## src/rtl/spi_sclk_pkg.sv

```systemverilog
package spi_sclk_pkg;

  typedef enum logic {
    LAW_POW2   = 1'b0,
    LAW_LINEAR = 1'b1
  } law_e;

  function automatic int max_int(input int a, input int b);
    return (a > b) ? a : b;
  endfunction

endpackage

```

## src/rtl/sclk_cfg_hold.sv

```systemverilog
module sclk_cfg_hold
  import spi_sclk_pkg::*;
#(
  parameter int DIV_W = 8
) (
  input  logic             clk,
  input  logic             rst,
  input  logic             run,
  input  law_e             law_in,
  input  logic             cpol_in,
  input  logic [DIV_W-1:0] div_in,
  output law_e             law_q,
  output logic             cpol_q,
  output logic [DIV_W-1:0] div_q
);

  // Shadow copy follows the inputs while idle and freezes for a frame.
  always_ff @(posedge clk) begin
    if (rst) begin
      law_q  <= LAW_POW2;
      cpol_q <= 1'b0;
      div_q  <= '0;
    end else if (!run) begin
      law_q  <= law_in;
      cpol_q <= cpol_in;
      div_q  <= div_in;
    end
  end

  AST_CFG_FROZEN: assert property (@(posedge clk) disable iff (rst)
    (!$past(rst) && $past(run)) |-> ($stable(div_q) && $stable(law_q) && $stable(cpol_q)));

endmodule

```

## src/rtl/sclk_term_calc.sv

```systemverilog
module sclk_term_calc
  import spi_sclk_pkg::*;
#(
  parameter int DIV_W = 8,
  parameter int EXP_W = 4,
  parameter int CNT_W = 15
) (
  input  law_e             law,
  input  logic [DIV_W-1:0] div,
  output logic [CNT_W-1:0] term
);

  logic [EXP_W-1:0] exp_f;
  logic [CNT_W-1:0] pow_term;
  logic [CNT_W-1:0] lin_term;

  assign exp_f = div[EXP_W-1:0];

  // Terminal count 2^E - 1 is a thermometer mask of E ones.
  for (genvar i = 0; i < CNT_W; i++) begin : g_mask
    assign pow_term[i] = ({{(32-EXP_W){1'b0}}, exp_f} > 32'(i));
  end

  assign lin_term = CNT_W'(div);

  always_comb begin
    unique case (law)
      LAW_LINEAR: term = lin_term;
      default:    term = pow_term;
    endcase
  end

endmodule

```

## src/rtl/sclk_edge_core.sv

```systemverilog
module sclk_edge_core #(
  parameter int CNT_W = 15
) (
  input  logic             clk,
  input  logic             rst,
  input  logic             run,
  input  logic             cpol_in,
  input  logic             cpol_q,
  input  logic [CNT_W-1:0] term,
  output logic             sclk,
  output logic             lead_stb,
  output logic             trail_stb
);

  logic [CNT_W-1:0] cnt;
  logic             wrap;

  assign wrap = (cnt == term);

  always_ff @(posedge clk) begin
    if (rst) begin
      cnt       <= '0;
      sclk      <= 1'b0;
      lead_stb  <= 1'b0;
      trail_stb <= 1'b0;
    end else if (!run) begin
      cnt       <= '0;
      sclk      <= cpol_in;
      lead_stb  <= 1'b0;
      trail_stb <= 1'b0;
    end else if (wrap) begin
      cnt       <= '0;
      sclk      <= ~sclk;
      lead_stb  <= (sclk == cpol_q);
      trail_stb <= (sclk != cpol_q);
    end else begin
      cnt       <= cnt + 1'b1;
      lead_stb  <= 1'b0;
      trail_stb <= 1'b0;
    end
  end

  AST_CNT_IN_RANGE: assert property (@(posedge clk) disable iff (rst)
    cnt <= term);

  AST_IDLE_QUIET: assert property (@(posedge clk) disable iff (rst)
    !$past(run) |-> (!lead_stb && !trail_stb));

  AST_LEAD_AWAY: assert property (@(posedge clk) disable iff (rst)
    lead_stb |-> (sclk != cpol_q));

  AST_TRAIL_HOME: assert property (@(posedge clk) disable iff (rst)
    trail_stb |-> (sclk == cpol_q));

  AST_LEAD_ONE_CYCLE: assert property (@(posedge clk) disable iff (rst)
    lead_stb |=> !lead_stb);

  AST_TRAIL_ONE_CYCLE: assert property (@(posedge clk) disable iff (rst)
    trail_stb |=> !trail_stb);

  AST_TOGGLE_HAS_STB: assert property (@(posedge clk) disable iff (rst)
    (!$past(rst) && $past(run) && (sclk != $past(sclk))) |-> (lead_stb || trail_stb));

endmodule

```

## src/rtl/spi_sclk_gen.sv

```systemverilog
module spi_sclk_gen
  import spi_sclk_pkg::*;
#(
  parameter int DIV_W = 8,
  parameter int EXP_W = 4
) (
  input  logic             clk,
  input  logic             rst,
  input  logic             run,
  input  logic             cpol,
  input  logic             law_sel,
  input  logic [DIV_W-1:0] div_val,
  output logic             sclk,
  output logic             lead_stb,
  output logic             trail_stb
);

  localparam int CNT_W = max_int(DIV_W, (1 << EXP_W) - 1);

  law_e             law_q;
  logic             cpol_q;
  logic [DIV_W-1:0] div_q;
  logic [CNT_W-1:0] term;

  sclk_cfg_hold #(.DIV_W(DIV_W)) i_cfg (
    .clk     (clk),
    .rst     (rst),
    .run     (run),
    .law_in  (law_e'(law_sel)),
    .cpol_in (cpol),
    .div_in  (div_val),
    .law_q   (law_q),
    .cpol_q  (cpol_q),
    .div_q   (div_q)
  );

  sclk_term_calc #(.DIV_W(DIV_W), .EXP_W(EXP_W), .CNT_W(CNT_W)) i_term (
    .law  (law_q),
    .div  (div_q),
    .term (term)
  );

  sclk_edge_core #(.CNT_W(CNT_W)) i_core (
    .clk       (clk),
    .rst       (rst),
    .run       (run),
    .cpol_in   (cpol),
    .cpol_q    (cpol_q),
    .term      (term),
    .sclk      (sclk),
    .lead_stb  (lead_stb),
    .trail_stb (trail_stb)
  );

endmodule

```

## config.mk

```make
export PLATFORM = sky130hd
export DESIGN_NAME = spi_sclk_gen
export DESIGN_NICKNAME = d
export VERILOG_FILES = /design/src/rtl/spi_sclk_pkg.sv /design/src/rtl/sclk_cfg_hold.sv /design/src/rtl/sclk_term_calc.sv /design/src/rtl/sclk_edge_core.sv /design/src/rtl/spi_sclk_gen.sv
export SDC_FILE = /design/constraint.sdc
export NUM_CORES = 1
export LEC_CHECK = 0
export CAP_MARGIN = 0
export CORE_AREA = 2 2 67 69
export CTS_CLUSTER_DIAMETER = 40
export DETAILED_ROUTE_END_ITERATION = 6
export DIE_AREA = 0 0 69 71
export GPL_ROUTABILITY_DRIVEN = 0
export SLEW_MARGIN = 15
export SYNTH_ARGS = -nofsm -noshare
export SYNTH_HDL_FRONTEND = slang
export SYNTH_HIERARCHICAL = 1
export SYNTH_SLANG_ARGS = --single-unit
export TNS_END_PERCENT = 1
```

## constraint.sdc

```tcl
create_clock -name clk -period 3.3 [get_ports clk]
set_input_delay 0.66 -clock clk [delete_from_list [all_inputs] [get_ports clk]]
set_output_delay 0.66 -clock clk [all_outputs]
set_load 0.1 [all_outputs]
```

==> results by group <==
Clock tree
  – CTS tree: done
  – H-tree depth: 1
  – PostCTS Resize Cnt: 0
  – Worst skew pair latency: 0.27 ns
  – Postcts setup bufs: 0
  – Clock slew at reported path FFs: 0.09 ns
  – # clock sinks: 28
  – Post-cts hold buffer count: 0
  – Max Root-Sink Buffers: 2
  – Clock root buffer: clkbuf_8
  – CTS buffer count: 3

Final layout
  – # diodes: 0
  – P&R area growth vs syn: 15.1%
  – Commonest non-fill, non-tap cell in the layout: nor2_1
  – Core Util, Final: 0.390
  – FILL cells: 443
  – Nets@finish: 190
  – Share of post-route cells with drive strength above 1: 0.0629
  – Most frequent cells in the layout: nor2_1 (39), dfxtp_1 (28), xnor2_1 (25)

Setup path
  – Worst R2R Start: i_cfg/div_q[2]
  – Setup slack, reg-to-reg: 1.02 ns
  – Slowest stage delay, CP: 1.12 ns
  – Worst path slowest cell: clkdlybuf4s50_1
  – CP max FO: 1
  – CP Cell Sequence: clkdlybuf4s50_1
  – CP delay by family, top: buffers and inverters
  – Critical Path RT: 2.64 ns
  – CP bufs+invs: 1
  – Reg2Reg Depth: 7
  – Setup crit start: i_core/lead_stb
  – Arr. time, crit path: 1.71 ns
  – Setup CP Type: reg -> out
  – RR Endpoint: i_core/cnt[2]
  – CP Capture Type: primary output
  – Worst setup SP type: flip-flop

GRT
  – Met3 Use GR: 0.0142
  – Grt total ovfl: 0
  – Initial antenna violation count: 0
  – Largest net degree at the start of global routing: 16
  – First-pass GRT wire length: 4540 um
  – Vias in the first global route: 1061
  – Total GRT Usage: 0.111
  – Met2 Use GR: 0.186
  – Met1 Usage GRT: 0.147
  – Grt peak-use layer: met2

STA
  – Final Setup Violations: 0
  – Crit share post-route: 0.717
  – Hold Fails Final Rpt: 0
  – Min cycle time layout: 2.37 ns
  – Fmax: 0.423 GHz
  – Max-slew violations: 0
  – Worst Tran Pin Value: 0.961 ns
  – Total negative slack: 0 ns
  – Relative max-transition margin: 0.358
  – Clk_skew: 0.00447 ns
  – RSZ-0062 raised after global routing: false

Routing
  – First DRT Iteration DRCs: 17
  – First-pass DRT Iterations: 4
  – Via Count: 1074
  – DRC violations left: 0
  – Vias/cell: 4.73
  – Wire per inst: 11.0 um
  – Final WL: 2500 um
  – Post-route ant nets: 0

Pwr
  – PwrDens: 406 mW/mm2
  – Leak: 0.588 nW
  – Worst VDD drop: 174 uV

Job
  – Max cap viols: 0

Logic synthesis
  – Largest family of logic cells by synthesized area: simple AND/OR/NAND/NOR gates
  – Syn Area/Cell: 8.84 um2
  – Sequential area share after synthesis: 0.394
  – Seq cells post-synth: 28
  – Synth unique cells: 29
  – Ys Warns: 6
  – Post-synthesis adder-cell area fraction: 0.00880
  – Synth Area in XOR/XNOR: 0.185
  – Mux share of post-synthesis cell area: 0.0704
  – Synthesized cell area: 0.00142 mm2
  – Instance count of the mapped netlist: 161
  – Syn nets: 175
  – Post-synthesis compound-gate area fraction: 0.0536
  – Simple-Gate Fraction of Synth Area: 0.236

Die
  – Die Ht: 71 um
  – Core area: 0.00420 mm2
  – Die ar.: 0.00490 mm2
  – Initial Util: 0.338
  – I/O pin cnt: 16
  – Die width: 69 um
  – Row count: 24

Placed design
  – Detailed placement HPWL: 1910 um
  – Port Buf Inserts: 15

Hold path
  – Worst hold path stage count: 2
  – Hold Path Class: reg -> reg
  – Hold_sp: i_cfg/div_q[7]
  – Hold Path End: i_cfg/div_q[7]

Outcome
  – Status: complete, no violations
-- tightest hold or removal path, cell delays in order, from the launching register on --
cell and delay, ns:
dfxtp_1 0.33, mux2i_1 0.07, nor2_1 0.07
-- through the flow --
step | setup WS (ns) | total power (W) | hold WS (ns) | instances | area [um2]
4_1_cts | 0.912 | 0.000679 | 0.510 | 227 | 1640
3_5_place_dp | 0.940 | 0.000468 | 0.487 | 223 | 1580
6_report | 0.935 | 0.000665 | 0.505 | 227 | 1640
2_1_floorplan | 1.47 | 0.000444 | 0.452 | 161 | 1420
3_3_place_gp | 0.999 | 0.000468 | 0.483 | 223 | 1580
5_1_grt | 0.750 | 0.000700 | 0.541 | 227 | 1640
-- cell families after synthesis --
| kind of cell | Yosys count |
|---|---|
| fa+ha+maj | 1 |
| xor+xnor | 30 |
| mux | 10 |
| flops | 28 |
| buf+inv | 10 |
| simple gates | 72 |
| compound gates | 10 |
-- flip-flops by register name (all words and copies together) (netlist names) --
register	flops
i_cfg/cpol_q	1
i_core/lead_stb	1
i_core/trail_stb	1
i_cfg/law_q	1
i_cfg/div_q	8
i_core/sclk	1
i_core/cnt	15
-- cell type report --
type,count,area (um2),area share
sequential,28,561,0.342
clock buffer,4,55.1,0.0336
multi-input combinational,123,787,0.481
tap,52,65.1,0.0397
inverter,4,15.0,0.00917
timing repair buffer,16,155,0.0947
-- power by group --
| group | total [W] | leakage [nW] | switching, W | internal (W) |
|---|---|---|---|---|
| registers | 0.000361 | 0.228 | 0.0000133 | 0.000348 |
| clock network | 0.000207 | 0.0288 | 0.000100 | 0.000107 |
| logic | 0.0000969 | 0.331 | 0.0000484 | 0.0000485 |
-- cell usage after synthesis (all sizes together) --
| master | count | area share |
|---|---|---|
| xor2 | 5 | 0.031 |
| o21bai | 1 | 0.0053 |
| xnor2 | 25 | 0.15 |
| ha | 1 | 0.0088 |
| a211oi | 1 | 0.0053 |
| nor2b | 1 | 0.0044 |
| o21ai | 1 | 0.0035 |
| mux2i | 10 | 0.070 |
| nand3 | 6 | 0.021 |
| or3b | 1 | 0.0062 |
| nor3 | 3 | 0.011 |
| inv | 4 | 0.011 |
| a21oi | 1 | 0.0035 |
| dfxtp | 28 | 0.39 |
| nor2 | 41 | 0.11 |
| buf | 6 | 0.042 |
| nand3b | 2 | 0.011 |
| and3 | 3 | 0.013 |
| nand4 | 5 | 0.022 |
| nor4 | 1 | 0.0088 |
| a21o | 1 | 0.0053 |
| a2bb2oi | 5 | 0.031 |
| nand2b | 1 | 0.0062 |
| nand2 | 8 | 0.021 |
-- worst max-delay path by stage --
stage,endpoint,slack (ns),depth (start not counted)
2_1_floorplan,i_core/cnt[4],1.47,10
3_3_place_gp,i_core/cnt[12],1.0,7
3_5_place_dp,i_core/cnt[11],0.94,7
4_1_cts,lead_stb,0.91,1
5_1_grt,i_core/cnt[6],0.75,7
6_report,lead_stb,0.93,1
-- per-layer routing --
layer,share of wire,up-vias
met5,0,-
met4,0.014,0
met3,0.032,4
met2,0.46,18
met1,0.49,495
li1,-,557
(Power assumes the default switching activity.)
